**src/rtl/mbox_pkg.sv**
```systemverilog
package mbox_pkg;
  typedef enum logic [1:0] {
    ST_IDLE,
    ST_HI_WAIT,
    ST_ARMED,
    ST_BUSY
  } mboxState_t;

  typedef struct packed {
    logic loadHi;
    logic loadLo;
  } mboxStrobe_t;

  localparam int RDY_BIT = 0;
  localparam int HI_BIT  = 1;
  localparam int ERR_BIT = 2;
  localparam int FLAG_BITS = 2;
endpackage

```
**src/rtl/mbox_ctrl.sv**
```systemverilog
module mbox_ctrl
  import mbox_pkg::*;
#(
  parameter int ACK_CYCLES = 2
) (
  input  logic        clk,
  input  logic        rstN,
  input  logic        wrEn,
  input  logic        wrHi,
  input  logic        cmdDone,
  output mboxStrobe_t strobe,
  output logic        ready,
  output logic        expectLo,
  output logic        protoErr,
  output logic        cmdStart,
  output logic        busy
);
  localparam int CNT_W = (ACK_CYCLES < 2) ? 1 : $clog2(ACK_CYCLES);
  localparam logic [CNT_W-1:0] CNT_LOAD = CNT_W'(ACK_CYCLES - 1);

  mboxState_t state, stateNext;
  logic [CNT_W-1:0] ackCnt;
  logic hiWrite, loWrite, loStray;

  assign hiWrite = wrEn && wrHi;
  assign loWrite = wrEn && !wrHi;

  always_comb begin
    stateNext = state;
    strobe    = '0;
    loStray   = 1'b0;
    unique case (state)
      ST_IDLE: begin
        if (hiWrite) begin
          strobe.loadHi = 1'b1;
          stateNext     = ST_HI_WAIT;
        end else if (loWrite) begin
          loStray = 1'b1;
        end
      end
      ST_HI_WAIT: begin
        if (loWrite) loStray = 1'b1;
        if (ackCnt == '0) stateNext = ST_ARMED;
      end
      ST_ARMED: begin
        if (hiWrite) begin
          strobe.loadHi = 1'b1;
          stateNext     = ST_HI_WAIT;
        end else if (loWrite) begin
          strobe.loadLo = 1'b1;
          stateNext     = ST_BUSY;
        end
      end
      ST_BUSY: begin
        if (cmdDone) stateNext = ST_IDLE;
      end
      default: stateNext = ST_IDLE;
    endcase
  end

  always_ff @(posedge clk) begin
    if (!rstN) begin
      state    <= ST_IDLE;
      ackCnt   <= '0;
      protoErr <= 1'b0;
      cmdStart <= 1'b0;
    end else begin
      state    <= stateNext;
      cmdStart <= strobe.loadLo;
      if (strobe.loadHi) ackCnt <= CNT_LOAD;
      else if (state == ST_HI_WAIT && ackCnt != '0) ackCnt <= ackCnt - 1'b1;
      if (loStray) protoErr <= 1'b1;
    end
  end

  assign ready    = (state == ST_IDLE) || (state == ST_ARMED);
  assign expectLo = (state == ST_ARMED);
  assign busy     = (state == ST_BUSY);

  p_start_follows_lo_r3: assert property (@(posedge clk) disable iff (!rstN)
    (state == ST_ARMED && loWrite) |=> (cmdStart && busy));

  p_start_single_r3: assert property (@(posedge clk) disable iff (!rstN)
    cmdStart |=> !cmdStart);

  p_busy_holds_r4: assert property (@(posedge clk) disable iff (!rstN)
    (busy && !cmdDone) |=> (busy && !ready));

  p_err_sticky_r9: assert property (@(posedge clk) disable iff (!rstN)
    protoErr |=> protoErr);

  p_busy_no_err_r6: assert property (@(posedge clk) disable iff (!rstN)
    (busy && !protoErr) |=> !protoErr);
endmodule

```
**src/rtl/mbox_dpath.sv**
```systemverilog
module mbox_dpath
  import mbox_pkg::*;
#(
  parameter int DATA_W     = 32,
  parameter int ALIGN_BITS = 4
) (
  input  logic                                     clk,
  input  logic                                     rstN,
  input  mboxStrobe_t                              strobe,
  input  logic [DATA_W-1:0]                        wrData,
  input  logic                                     ready,
  input  logic                                     expectLo,
  input  logic                                     protoErr,
  output logic [2*(DATA_W-FLAG_BITS)+ALIGN_BITS-1:0] cmdAddr,
  output logic [DATA_W-1:0]                        rdData
);
  localparam int FIELD_W = DATA_W - FLAG_BITS;

  logic [FIELD_W-1:0] hiField, loField;

  always_ff @(posedge clk) begin
    if (!rstN) begin
      hiField <= '0;
      loField <= '0;
    end else begin
      if (strobe.loadHi) hiField <= wrData[DATA_W-1:FLAG_BITS];
      if (strobe.loadLo) loField <= wrData[DATA_W-1:FLAG_BITS];
    end
  end

  generate
    if (ALIGN_BITS > 0) begin : g_aligned
      assign cmdAddr = {hiField, loField, {ALIGN_BITS{1'b0}}};
    end else begin : g_unaligned
      assign cmdAddr = {hiField, loField};
    end
  endgenerate

  always_comb begin
    rdData          = '0;
    rdData[RDY_BIT] = ready;
    rdData[HI_BIT]  = expectLo;
    rdData[ERR_BIT] = protoErr;
  end

  p_addr_hold_r6: assert property (@(posedge clk) disable iff (!rstN)
    (!ready && !expectLo && !strobe.loadHi && !strobe.loadLo) |=> $stable(loField));
endmodule

```
**src/rtl/mbox_doorbell.sv**
```systemverilog
module mbox_doorbell
  import mbox_pkg::*;
#(
  parameter int DATA_W     = 32,
  parameter int ALIGN_BITS = 4,
  parameter int ACK_CYCLES = 2
) (
  input  logic                                       clk,
  input  logic                                       rstN,
  input  logic                                       wrEn,
  input  logic [DATA_W-1:0]                          wrData,
  output logic [DATA_W-1:0]                          rdData,
  output logic                                       cmdStart,
  output logic [2*(DATA_W-FLAG_BITS)+ALIGN_BITS-1:0] cmdAddr,
  input  logic                                       cmdDone
);
  mboxStrobe_t strobe;
  logic ready, expectLo, protoErr, busy;

  mbox_ctrl #(.ACK_CYCLES(ACK_CYCLES)) i_ctrl (
    .clk      (clk),
    .rstN     (rstN),
    .wrEn     (wrEn),
    .wrHi     (wrData[HI_BIT]),
    .cmdDone  (cmdDone),
    .strobe   (strobe),
    .ready    (ready),
    .expectLo (expectLo),
    .protoErr (protoErr),
    .cmdStart (cmdStart),
    .busy     (busy)
  );

  mbox_dpath #(.DATA_W(DATA_W), .ALIGN_BITS(ALIGN_BITS)) i_dpath (
    .clk      (clk),
    .rstN     (rstN),
    .strobe   (strobe),
    .wrData   (wrData),
    .ready    (ready),
    .expectLo (expectLo),
    .protoErr (protoErr),
    .cmdAddr  (cmdAddr),
    .rdData   (rdData)
  );

  p_addr_stable_r6: assert property (@(posedge clk) disable iff (!rstN)
    (busy && !cmdStart) |-> $stable(cmdAddr));

  p_start_not_ready_r4: assert property (@(posedge clk) disable iff (!rstN)
    cmdStart |-> !rdData[RDY_BIT]);
endmodule

```
**config.mk**
```make
export PLATFORM = sky130hd
export DESIGN_NAME = mbox_doorbell
export DESIGN_NICKNAME = d
export VERILOG_FILES = /design/src/rtl/mbox_pkg.sv /design/src/rtl/mbox_ctrl.sv /design/src/rtl/mbox_dpath.sv /design/src/rtl/mbox_doorbell.sv
export SDC_FILE = /design/constraint.sdc
export NUM_CORES = 1
export LEC_CHECK = 0
export ABC_AREA = 1
export BUFFER_PORTS_ARGS = -buffer_cell sky130_fd_sc_hd__buf_4
export CAP_MARGIN = 20
export CORE_ASPECT_RATIO = 1.2
export CORE_MARGIN = 2
export CORE_UTILIZATION = 49
export CTS_CLUSTER_DIAMETER = 50
export CTS_CLUSTER_SIZE = 28
export DETAILED_ROUTE_END_ITERATION = 8
export PLACE_DENSITY = 0.95
export SYNTH_ARGS = -nofsm -noshare
export SYNTH_HDL_FRONTEND = slang
export SYNTH_SLANG_ARGS = --single-unit
```
**constraint.sdc**
```tcl
create_clock -name clk -period 2 [get_ports clk]
set_input_delay 0.2 -clock clk [delete_from_list [all_inputs] [get_ports clk]]
set_output_delay 0.2 -clock clk [all_outputs]
set_load 0.02 [all_outputs]
```
==> impl_metrics.csv <==
group,metric,value,unit
outcome,outcome,"complete, no violations",
routing,num_vias,2333,
placed_design,gp_congestion,0.743,
floorplanning,initial_utilization,50.4,%
cts,cts-root-buf,"clkbuf_8",
timing,fmax,0.673,GHz
synth,synthAdderAreaFrac,0,%
timing,rsz0062_at_grt,"no",
synth,synth_area_per_cell,7.93,µm²
synth,synthesis.area,0.00263,mm²
worst_setup_path,cp_common_cell,"nor2_1",
worst_setup_path,endpoint_kind,"flop",
floorplanning,die_height,84.3,µm
synth,synth_cell_types,23,
routing,drtAntennaViolNets,0,
worst_setup_path,start_kind,"flop",
cells_and_area,nFillCells,451,
global_route,grtUsageTotal,20.4,%
cts,clock-sinks,65,
worst_setup_path,criticalPathCategory,"reg2reg",
synth,synthSimpleGateAreaFrac,21.7,%
floorplanning,die_w,70.9,µm
synth,synth_mux_area_share,0,%
global_route,overflow,0,
cts,cts_made_buffers,9,
hold_path,hold_path.class,"in2reg",
global_route,grt_max_degree,63,
synth,synth_compound_area_share,12.5,%
synth,yosysWarningCount,0,
routing,dr.pass1.iters,4,
cts,cts_tree,"done",
timing,hold_viol,0,
synth,synth_top_family_by_area,"simple AND/OR/NAND/NOR gates",
timing,layout_setup_ws,0.514,ns
synth,synthTopCellsByArea,"dfxtp_1, nor2_1, buf_4, o21ai_0, o21ai_1",
cts,cts_hold_buf,0,
floorplanning,io_pins,133,
synth,yosysSeqAreaShare,49.5,%
worst_setup_path,slowest_delay,0.37,ns
routing,drt_iter0_drc,79,
routing,drt-vias-per-instance,4.77,
worst_setup_path,cp_slowest_cell,"dfxtp_1",
cts,cts_max_path_buffers,2,
global_route,grt_pass1_vias,2199,
power,irDropWorstVdd,0.608,mV
timing,min_period,1.49,ns
cells_and_area,areaGrowthSynthToFinish,28.2,%
routing,drt_wl_total,5910,µm
timing,setup_violations,0,
timing,period_share,74.3,%
cells_and_area,num_antenna_cells,0,
synth,netlist_instances,332,
placed_design,dpl.hpwl,4140,µm
floorplanning,dieArea,0.00597,mm²
worst_setup_path,path_buf_inv,2,
floorplanning,row_count,29,
global_route,antenna_found_initial,0,
cts,clk_pin_slew,0.07,ns
worst_setup_path,cp_data_required_time,2.25,ns
placed_design,pre_cts_ws,0.531,ns
worst_setup_path,critPathArrivalTime,1.74,ns
global_route,grt_pass1_wl,9800,µm
cts,insertion_delay,0.32,ns
power,leakagePower,0.00159,µW
cts,cts_resized,0,
cells_and_area,drive_gt1_share,29.7,%
timing,drv_slew,0,
routing,drc,0,
worst_setup_path,crit_chain,"inv_1 -> nor2_4 -> nand2_4 -> inv_4 -> nor2_1 -> nor2_1",
placed_design,portBuffers,98,
job,max_cap_viol_count,0,
synth,yosysTopAreaCell,"dfxtp_1",
routing,routedWlPerCell,12.1,µm
synth,synth_xor_area_share,0,%
synth,synth_top_area_share,49.5,%
floorplanning,core,0.00523,mm²
cts,postCtsSetupRepairBufs,0,
worst_setup_path,crit_family,"simple AND/OR/NAND/NOR gates",
timing,totalNegativeSetupSlack,0,ns
power,powerDensity,1080,mW/mm²
synth,synth-seq-cells,65,
cts,cts_max_level,3,
worst_setup_path,worstPathMaxFanout,32,
cells_and_area,nets,458,
timing,clock_skew,0.00852,ns
[worst paths after layout]
| path | startpoint | to | slack [ns] | depth (start not counted) |
|---|---|---|---|---|
| hold reg to reg | i_ctrl.protoErr$_SDFFE_PN0P_ | i_ctrl.protoErr$_SDFFE_PN0P_ | 0.47 | 2 |
| hold / removal | wrData[23] | i_dpath.hiField[21]$_SDFFE_PN0P_ | 0.13 | 3 |
| setup / recovery | i_ctrl.state[1]$_SDFFE_PN0P_ | i_dpath.loField[23]$_SDFFE_PN0P_ | 0.51 | 6 |
| setup reg to reg | i_ctrl.state[1]$_SDFFE_PN0P_ | i_dpath.loField[23]$_SDFFE_PN0P_ | 0.51 | 6 |
[report_power, final]
group	switching, µW	leakage, µW	total [µW]	internal, µW
registers	112	0.000531	1590	1480
clock network	457	0.0000932	969	513
logic	669	0.000963	1090	424
[cells in the mapped netlist, drive strengths merged]
cell / count
dfxtp: 65
nand2: 8
o21ai: 60
a211oi: 1
nand3: 5
nor2: 125
buf: 47
a21oi: 3
a31oi: 1
clkbuf: 7
conb: 1
inv: 9
[cell type report]
class / count / area [µm²] / share of cell area [%]
Clock inverter: 3 / 15.0 / 0.445
Clock buffer: 13 / 159 / 4.71
Tap cell: 62 / 77.6 / 2.30
Inverter: 9 / 36.3 / 1.08
Multi-Input combinational cell: 236 / 1020 / 30.4
Sequential cell: 65 / 1300 / 38.6
Timing Repair Buffer: 101 / 758 / 22.5
[cell usage in the layout, fill, tap and decap left out, drive strengths merged, types with 3 or more instances in the layout]
cell type / count
clkinv: 3
o21ai: 60
nor2: 125
clkbuf: 13
conb: 33
a21oi: 3
nand3: 5
dfxtp: 65
nand2: 8
buf: 101
inv: 9
[metal layers]
metal | wire (µm) | up-vias | global-route usage (%)
li1 | - | 1162 | -
met1 | 2350 | 1070 | 22.7
met2 | 3070 | 95 | 36.7
met3 | 425 | 6 | 5.76
met4 | 64 | 0 | 7.38
met5 | 0 | - | 0
[per-stage QoR]
step           util [%]  hold WS, ns  std cells  area, µm²  total power [µW]
6_report           64.5        0.126        489       3370              3650
5_1_grt            64.5        0.125        489       3370              3880
4_1_cts            64.5        0.114        489       3370              3680
3_5_place_dp       61.2        0.454        473       3200              2710
3_3_place_gp       61.2        0.444        473       3200              2680
2_1_floorplan         -        0.336        364       2750              2390
[cell families (layout without fill, tap and decap cells)]
| group | Yosys count | count (layout) |
|---|---|---|
| AO/OA/AOI/OAI | 65 | 65 |
| buffers and inverters | 63 | 126 |
| AND/OR/NAND/NOR | 138 | 138 |
| flip-flops | 65 | 65 |
| other | 1 | 33 |
[worst register-to-register path, delay by kind of cell, from the launching register on]
| family | cells | cell delay, ns |
|---|---|---|
| simple gates | 4 | 0.56 |
| buf+inv | 2 | 0.49 |
| flops | 1 | 0.37 |
[registers in the layout, indices dropped and copies added, names as in the netlist]
name,count
i_ctrl.cmdStart,1
i_ctrl.ackCnt,1
i_ctrl.protoErr,1
i_ctrl.state,2
i_dpath.hiField,30
i_dpath.loField,30
No activity file was read; power rests on OpenSTA's default activity.
